===== src/rtl/mute_pkg.sv =====
package mute_pkg;
  localparam int unsigned CSR_AW = 2;
  localparam int unsigned CSR_DW = 16;

  typedef enum logic [CSR_AW-1:0] {
    ADDR_STATUS  = 2'd0,
    ADDR_POLICY  = 2'd1,
    ADDR_TIMEOUT = 2'd2,
    ADDR_UNUSED  = 2'd3
  } csr_addr_e;

  // status register bit positions
  localparam int unsigned BIT_IE    = 0;
  localparam int unsigned BIT_FLAG  = 8;
  localparam int unsigned BIT_LIVE  = 9;
  localparam int unsigned BIT_FORCE = 10;
endpackage


===== src/rtl/mute_sync.sv =====
module mute_sync #(
  parameter int unsigned STAGES = 2
) (
  input  logic clk_i,
  input  logic rst_ni,
  input  logic async_i,
  output logic level_o,
  output logic change_o
);
  logic [STAGES-1:0] sr_q;
  logic              prev_q;

  generate
    if (STAGES == 1) begin : g_one
      always_ff @(posedge clk_i or negedge rst_ni)
        if (!rst_ni) sr_q <= '0;
        else         sr_q <= async_i;
    end else begin : g_many
      always_ff @(posedge clk_i or negedge rst_ni)
        if (!rst_ni) sr_q <= '0;
        else         sr_q <= {sr_q[STAGES-2:0], async_i};
    end
  endgenerate

  always_ff @(posedge clk_i or negedge rst_ni)
    if (!rst_ni) prev_q <= 1'b0;
    else         prev_q <= level_o;

  assign level_o  = sr_q[STAGES-1];
  assign change_o = level_o ^ prev_q;
endmodule


===== src/rtl/mute_timer.sv =====
module mute_timer #(
  parameter int unsigned TW = 16
) (
  input  logic          clk_i,
  input  logic          rst_ni,
  input  logic          arm_i,
  input  logic [TW-1:0] limit_i,
  output logic          expired_o
);
  logic [TW-1:0] cnt_q;
  logic          done_q;

  always_ff @(posedge clk_i or negedge rst_ni) begin
    if (!rst_ni) begin
      cnt_q  <= '0;
      done_q <= 1'b0;
    end else if (!arm_i) begin
      cnt_q  <= '0;
      done_q <= 1'b0;
    end else if (!done_q) begin
      if (cnt_q == limit_i) done_q <= 1'b1;
      else                  cnt_q  <= cnt_q + 1'b1;
    end
  end

  assign expired_o = done_q;
endmodule


===== src/rtl/mute_csr.sv =====
module mute_csr
  import mute_pkg::*;
#(
  parameter int unsigned TW = 16
) (
  input  logic              clk_i,
  input  logic              rst_ni,
  input  logic              we_i,
  input  logic [CSR_AW-1:0] addr_i,
  input  logic [CSR_DW-1:0] wdata_i,
  output logic [CSR_DW-1:0] rdata_o,
  input  logic              live_i,
  input  logic              change_i,
  input  logic              force_i,
  output logic              flag_o,
  output logic              ie_o,
  output logic              policy_en_o,
  output logic [TW-1:0]     timeout_o
);
  logic          flag_q, ie_q, en_q;
  logic [TW-1:0] tmo_q;
  logic          wr_status, wr_policy, wr_tmo, clr_flag;

  assign wr_status = we_i && (addr_i == ADDR_STATUS);
  assign wr_policy = we_i && (addr_i == ADDR_POLICY);
  assign wr_tmo    = we_i && (addr_i == ADDR_TIMEOUT);
  assign clr_flag  = wr_status && wdata_i[BIT_FLAG];

  always_ff @(posedge clk_i or negedge rst_ni) begin
    if (!rst_ni) begin
      flag_q <= 1'b0;
      ie_q   <= 1'b0;
      en_q   <= 1'b0;
      tmo_q  <= '0;
    end else begin
      // a fresh change beats a simultaneous clear
      if (change_i)      flag_q <= 1'b1;
      else if (clr_flag) flag_q <= 1'b0;
      if (wr_status) ie_q  <= wdata_i[BIT_IE];
      if (wr_policy) en_q  <= wdata_i[0];
      if (wr_tmo)    tmo_q <= wdata_i[TW-1:0];
    end
  end

  always_comb begin
    rdata_o = '0;
    unique case (addr_i)
      ADDR_STATUS: begin
        rdata_o[BIT_IE]    = ie_q;
        rdata_o[BIT_FLAG]  = flag_q;
        rdata_o[BIT_LIVE]  = live_i;
        rdata_o[BIT_FORCE] = force_i;
      end
      ADDR_POLICY:  rdata_o[0] = en_q;
      ADDR_TIMEOUT: rdata_o[TW-1:0] = tmo_q;
      default:      rdata_o = '0;
    endcase
  end

  assign flag_o      = flag_q;
  assign ie_o        = ie_q;
  assign policy_en_o = en_q;
  assign timeout_o   = tmo_q;
endmodule


===== src/rtl/mute_datapath.sv =====
module mute_datapath #(
  parameter int unsigned DW = 24
) (
  input  logic          mute_i,
  input  logic          s_valid_i,
  output logic          s_ready_o,
  input  logic [DW-1:0] s_data_i,
  output logic          m_valid_o,
  input  logic          m_ready_i,
  output logic [DW-1:0] m_data_o
);
  assign m_valid_o = s_valid_i;
  assign s_ready_o = m_ready_i;
  assign m_data_o  = mute_i ? '0 : s_data_i;
endmodule


===== src/rtl/mic_mute_ctrl.sv =====
module mic_mute_ctrl
  import mute_pkg::*;
#(
  parameter int unsigned DW          = 24,
  parameter int unsigned TW          = 16,
  parameter int unsigned SYNC_STAGES = 2
) (
  input  logic              clk_i,
  input  logic              rst_ni,
  input  logic              mic_dis_i,
  input  logic              force_dis_i,
  input  logic              csr_we_i,
  input  logic [CSR_AW-1:0] csr_addr_i,
  input  logic [CSR_DW-1:0] csr_wdata_i,
  output logic [CSR_DW-1:0] csr_rdata_o,
  output logic              irq_o,
  input  logic              s_valid_i,
  output logic              s_ready_o,
  input  logic [DW-1:0]     s_data_i,
  output logic              m_valid_o,
  input  logic              m_ready_i,
  output logic [DW-1:0]     m_data_o
);
  logic          live, change, flag, ie, policy_en, expired, armed, mute;
  logic [TW-1:0] timeout;

  mute_sync #(.STAGES(SYNC_STAGES)) u_sync (
    .clk_i    (clk_i),
    .rst_ni   (rst_ni),
    .async_i  (mic_dis_i),
    .level_o  (live),
    .change_o (change)
  );

  mute_csr #(.TW(TW)) u_csr (
    .clk_i       (clk_i),
    .rst_ni      (rst_ni),
    .we_i        (csr_we_i),
    .addr_i      (csr_addr_i),
    .wdata_i     (csr_wdata_i),
    .rdata_o     (csr_rdata_o),
    .live_i      (live),
    .change_i    (change),
    .force_i     (force_dis_i),
    .flag_o      (flag),
    .ie_o        (ie),
    .policy_en_o (policy_en),
    .timeout_o   (timeout)
  );

  assign armed = live && policy_en;

  mute_timer #(.TW(TW)) u_timer (
    .clk_i     (clk_i),
    .rst_ni    (rst_ni),
    .arm_i     (armed),
    .limit_i   (timeout),
    .expired_o (expired)
  );

  // gate with the live condition so release needs no clock edge
  assign mute  = expired && armed;
  assign irq_o = flag && ie;

  mute_datapath #(.DW(DW)) u_dp (
    .mute_i    (mute),
    .s_valid_i (s_valid_i),
    .s_ready_o (s_ready_o),
    .s_data_i  (s_data_i),
    .m_valid_o (m_valid_o),
    .m_ready_i (m_ready_i),
    .m_data_o  (m_data_o)
  );
endmodule


===== config.mk =====
export PLATFORM = sky130hd
export DESIGN_NAME = mic_mute_ctrl
export DESIGN_NICKNAME = d
export VERILOG_FILES = /design/src/rtl/mute_pkg.sv /design/src/rtl/mute_sync.sv /design/src/rtl/mute_timer.sv /design/src/rtl/mute_csr.sv /design/src/rtl/mute_datapath.sv /design/src/rtl/mic_mute_ctrl.sv
export SDC_FILE = /design/constraint.sdc
export NUM_CORES = 1
export LEC_CHECK = 0
export CAP_MARGIN = 20
export CORE_MARGIN = 4
export CORE_UTILIZATION = 45
export CTS_BUF_LIST = sky130_fd_sc_hd__clkbuf_2
export CTS_CLUSTER_DIAMETER = 100
export CTS_CLUSTER_SIZE = 12
export DETAILED_ROUTE_END_ITERATION = 6
export DONT_BUFFER_PORTS = 1
export GPL_TIMING_DRIVEN = 0
export PLACE_DENSITY_LB_ADDON = 0.08
export SYNTH_ARGS = -nofsm -noshare
export SYNTH_HDL_FRONTEND = slang
export SYNTH_HIERARCHICAL = 1
export SYNTH_SLANG_ARGS = --single-unit

===== constraint.sdc =====
create_clock -name clk_i -period 2.3 [get_ports clk_i]
set_input_delay 0.345 -clock clk_i [delete_from_list [all_inputs] [get_ports clk_i]]
set_output_delay 0.345 -clock clk_i [all_outputs]
set_load 0.05 [all_outputs]

==> results list <==
* Half-perimeter wire length after placement: 4180 um
- In this run the mean area of a mapped cell was between 10 and 15 sq um.
- Met2 wire len: roughly 2700 um
- Final hold violations: 0
* Worst Path Required: approximately 2000 ps
- Worst Setup Slack, final: ~140 ps
* Wire length on met3: between 400 and 500 um
* Status: finished, final reports clean
- Die boundary height: approximately 80 um
* Antenna Violating Nets Remaining: 0
- Final setup violation count: 0
* Path class of the lowest-slack min-delay path: in -> reg
* Cell count of the worst reg-to-reg path: 7
* Count of different cell masters after synthesis: 33
- The first detailed-routing pass ran for 4 iterations.
* Cells after synthesis: between 200 and 250
- Counting every sink on the clock net gives 39.
- Max_slew headroom: 0.359
- The worst setup path is of the reg -> out kind.
* Power density relative to cell area: 623 nW/um^2
- Clk pin slew, worst setup/hold paths: ~200 ps
- After detailed routing, the number of remaining DRC violations is 0.
* Clock latency on the worst-skew pair: 370 ps
- At the pin with the least slew margin, the transition time is about 960 ps.
* Net count of the mapped netlist: between 200 and 300
- I/O pin count: 92
- The detailed router put a total of 2370 um of wire on met1.
* Width of the chip: around 80 um
* Crit-path max cell delay: roughly 490 ps
- Overflow after GRT: 0
* Clock buffers created by TritonCTS: 5
- Vias in the first global route: around 1700
* Number of storage elements in the synthesis netlist: 39
- Via total after detailed routing: about 1700
- Total core area: 4850 sq um
- Fraction of final layout cells with drive strength greater than 1: 0.265
- After synthesis, the largest family of logic cells by area is simple AND/OR/NAND/NOR gates.
- In the final design database the tool counted around 280 nets.
- The number of max-slew violations in the final report is 0.
* Initial drt markers: 108
- Clock tree from TritonCTS: built
- Number of placed cells counting well taps: around 290
- Multiplexer share of the synthesized area: 0.122
- In the final routed layout, each cell accounts on average for around 19 um.
- Clock skew after layout: between 15 and 20 ps
* Synthesis warning total: 6
- Reg-to-reg setup timing slack: around 220 ps
- Post-synthesis simple-gate area fraction: 0.254
- Quantity of I/O buffers inserted on ports: 0
- Launch instance of the worst register-to-register path: u_timer/cnt_q[1]$_DFFE_PN0P_
- The initial antenna violation count was 0.
- Of the available clock period, the critical path in the final layout requires 0.937.
* Max capacitance violation total: 0
- After clock tree synthesis, the setup repair step added 0 buffers.
* Growth of design area from synthesis to finish: 8.84%
* Non-filler instance count after layout: ~300
- Final sum of negative setup slack: 0 ps
- Area fraction in compound gates after synthesis: 0.0787
* Seq/Total Area, Yosys: 0.423
* Cell at the slowest stage of the critical path: sky130_fd_sc_hd__dfrtp_1
* Worst setup EP type: output port
- Synthesized cell area: approximately 2300 sq um
- Antenna cell count: 0
- Arrival time reported for the critical path endpoint: about 1800 ps
* Number of H-tree levels: 2
- The clock passes through at most 2 buffers.
* Xor/xnor share of the synthesized area: 0.0684
- Post-synthesis share of cell area spent on full adders, half adders and majority gates: 0.00543
- The root buffer cell chosen for the clock tree is sky130_fd_sc_hd__clkbuf_2.
- In this run the top signal layer used is met4.
* Ratio of routed vias to standard cells: ~5.6
- Worst setup SP type: register
* GRT Total Usage: 0.181
- Summed over all layers, the routed wires come to 5550 um.
- DIE AREA: 6330 sq um
- In this run the worst path has a maximum fanout of 10.
- Walking the worst path, the cells encountered are and3_1, buf_6, nor2b_2.
- Initial core utilization: 0.476
- The congestion estimate from routability-driven global placement came to between 0.8 and 0.9.
* Setup repair after global routing missed its margin: true
- Largest net degree at the start of global routing: 40
- The most critical setup path has its endpoint at m_data_o[4].
- Maximum vdd ir drop: 370 uV
- Derived from the worst setup path, the maximum achievable clock frequency is approximately 460 MHz.
- The worst register-to-register path ends at u_timer/cnt_q[2]$_DFFE_PN0P_.
* Worst Setup Slack post-DPL: about 170 ps
* Global-route wire length before repair: slightly below 9000 um
* Lkg Pwr: between 0.001 and 0.0015 uW
- Worst setup path startpoint: u_sync/sr_q[1]$_DFF_PN0_
- Crit path time final: around 2200 ps
- Row count: 25
## how the worst min path moves through the flow
stage / from / endpoint / slack, ps / cells past startpoint
2_1_floorplan: rst_ni / u_csr/flag_o$_DFFE_PN0P_ / 50 / 0
3_3_place_gp: rst_ni / u_csr/timeout_o[2]$_DFFE_PN0P_ / 50 / 0
3_5_place_dp: rst_ni / u_csr/timeout_o[1]$_DFFE_PN0P_ / 50 / 0
4_1_cts: csr_wdata_i[8] / u_csr/flag_o$_DFFE_PN0P_ / 20 / 1
5_1_grt: csr_wdata_i[1] / u_csr/timeout_o[1]$_DFFE_PN0P_ / 30 / 1
6_report: csr_wdata_i[4] / u_csr/timeout_o[4]$_DFFE_PN0P_ / 100 / 1
## power by group
group	leakage [uW]	switching, uW	internal [uW]
clock	0.0000330	213	83.2
combinational	0.000602	293	148
sequential	0.000494	73.0	753
total	0.00113	580	984
## stage by stage
step | hold WS [ps] | utilization | area [sq um] | power [uW]
floorplan | 49.4 | - | 2310 | 1190
global placement | 50.3 | 0.493 | 2390 | 1250
detailed placement | 50.8 | 0.493 | 2390 | 1260
CTS | 16.5 | 0.513 | 2480 | 1580
global route | 26.9 | 0.518 | 2510 | 1660
finish | 97.5 | 0.518 | 2510 | 1560
## routing by layer
layer | vias to the layer above | global-route usage
met1 | 809 | 0.234
met5 | - | 0
met3 | 4 | 0.0553
li1 | 786 | -
met2 | 68 | 0.295
met4 | 0 | 0.0412
## registers in the layout, indices dropped and copies added, names as in the netlist
name               cells
u_csr/flag_o           1
u_csr/ie_o             1
u_csr/policy_en_o      1
u_csr/timeout_o       16
u_sync/prev_q          1
u_sync/sr_q            2
u_timer/cnt_q         16
u_timer/expired_o      1
## layout by cell type, fill, tap and decap left out, types with 3 or more instances in the layout
cell                             n
sky130_fd_sc_hd__nor2b_2        19
sky130_fd_sc_hd__nor4_1          3
sky130_fd_sc_hd__mux2_2          8
sky130_fd_sc_hd__xor2_1         18
sky130_fd_sc_hd__a21oi_1        14
sky130_fd_sc_hd__clkbuf_2        7
sky130_fd_sc_hd__buf_4           3
sky130_fd_sc_hd__or4_1           6
sky130_fd_sc_hd__nand3_1         5
sky130_fd_sc_hd__mux2_4         10
sky130_fd_sc_hd__o21ai_0         9
sky130_fd_sc_hd__buf_6           5
sky130_fd_sc_hd__dfrtp_1        39
sky130_fd_sc_hd__nand4_1         4
sky130_fd_sc_hd__and2b_1         4
sky130_fd_sc_hd__nor2_1          6
sky130_fd_sc_hd__mux2i_1         4
sky130_fd_sc_hd__or3_1           8
sky130_fd_sc_hd__o31ai_1         6
sky130_fd_sc_hd__and2_1         15
sky130_fd_sc_hd__dlygate4sd3_1   3
sky130_fd_sc_hd__nand2_1         9
sky130_fd_sc_hd__inv_1           3
## cell usage after synthesis
library cell | n | area, sq um
sky130_fd_sc_hd__nand3b_1 | 2 | 15.0
sky130_fd_sc_hd__inv_1 | 3 | 11.3
sky130_fd_sc_hd__buf_2 | 3 | 15.0
sky130_fd_sc_hd__and2b_1 | 4 | 30.0
sky130_fd_sc_hd__o31ai_1 | 6 | 45.0
sky130_fd_sc_hd__dfrtp_1 | 39 | 976
sky130_fd_sc_hd__a21oi_1 | 14 | 70.1
sky130_fd_sc_hd__mux2_4 | 10 | 150
sky130_fd_sc_hd__mux2_2 | 8 | 90.1
sky130_fd_sc_hd__nor2_1 | 6 | 22.5
sky130_fd_sc_hd__nor4_1 | 4 | 25.0
sky130_fd_sc_hd__ha_1 | 1 | 12.5
sky130_fd_sc_hd__xor2_1 | 18 | 158
sky130_fd_sc_hd__clkbuf_1 | 2 | 7.51
sky130_fd_sc_hd__buf_4 | 3 | 22.5
sky130_fd_sc_hd__and2_1 | 15 | 93.8
sky130_fd_sc_hd__o21ai_0 | 10 | 50.1
sky130_fd_sc_hd__nor3b_1 | 1 | 7.51
sky130_fd_sc_hd__nor2b_1 | 7 | 43.8
sky130_fd_sc_hd__or4_1 | 6 | 45.0
sky130_fd_sc_hd__or3_1 | 8 | 50.1
sky130_fd_sc_hd__nor3_1 | 1 | 5.00
sky130_fd_sc_hd__nand4_1 | 4 | 25.0
sky130_fd_sc_hd__nor2b_2 | 14 | 123
sky130_fd_sc_hd__mux2i_1 | 4 | 40.0
sky130_fd_sc_hd__buf_6 | 5 | 56.3
sky130_fd_sc_hd__a41o_1 | 1 | 10.0
sky130_fd_sc_hd__nand3b_4 | 1 | 20.0
sky130_fd_sc_hd__and3_1 | 2 | 12.5
sky130_fd_sc_hd__a31oi_1 | 1 | 6.26
sky130_fd_sc_hd__nand3_1 | 5 | 25.0
sky130_fd_sc_hd__and4_1 | 1 | 8.76
sky130_fd_sc_hd__nand2_1 | 9 | 33.8
## logic make-up (layout without fill, tap and decap cells)
group | Yosys count | after routing
flip-flops | 39 | 39
adder cells (fa/ha/maj) | 1 | 1
XOR/XNOR | 18 | 18
buffers and inverters | 16 | 28
AND/OR/NAND/NOR | 90 | 90
AO/OA/AOI/OAI | 32 | 32
multiplexers | 22 | 22
## critical path, delay by kind of cell (launching register included)
| kind | cells | cell delay [ps] |
|---|---|---|
| buf+inv | 1 | 180 |
| flops | 1 | 490 |
| simple gates | 2 | 770 |
## cell type report
| type | instances | area [sq um] |
|---|---|---|
| Buffer | 13 | 104 |
| Timing Repair Buffer | 4 | 50.0 |
| Multi-Input combinational cell | 163 | 1240 |
| Sequential cell | 39 | 976 |
| Clock buffer | 7 | 35.0 |
| Clock inverter | 1 | 5.00 |
| Tap cell | 67 | 83.8 |
| Inverter | 3 | 11.3 |
| Fill cell | 461 | 2340 |
## repair_timing
item                                   in CTS  in global routing
hold buffers                                3                  1
resized for setup                           6                  4
setup endpoints to repair                   6                 14
endpoints found under the hold margin      40                  1
No activity file was read; power rests on OpenSTA's default activity.
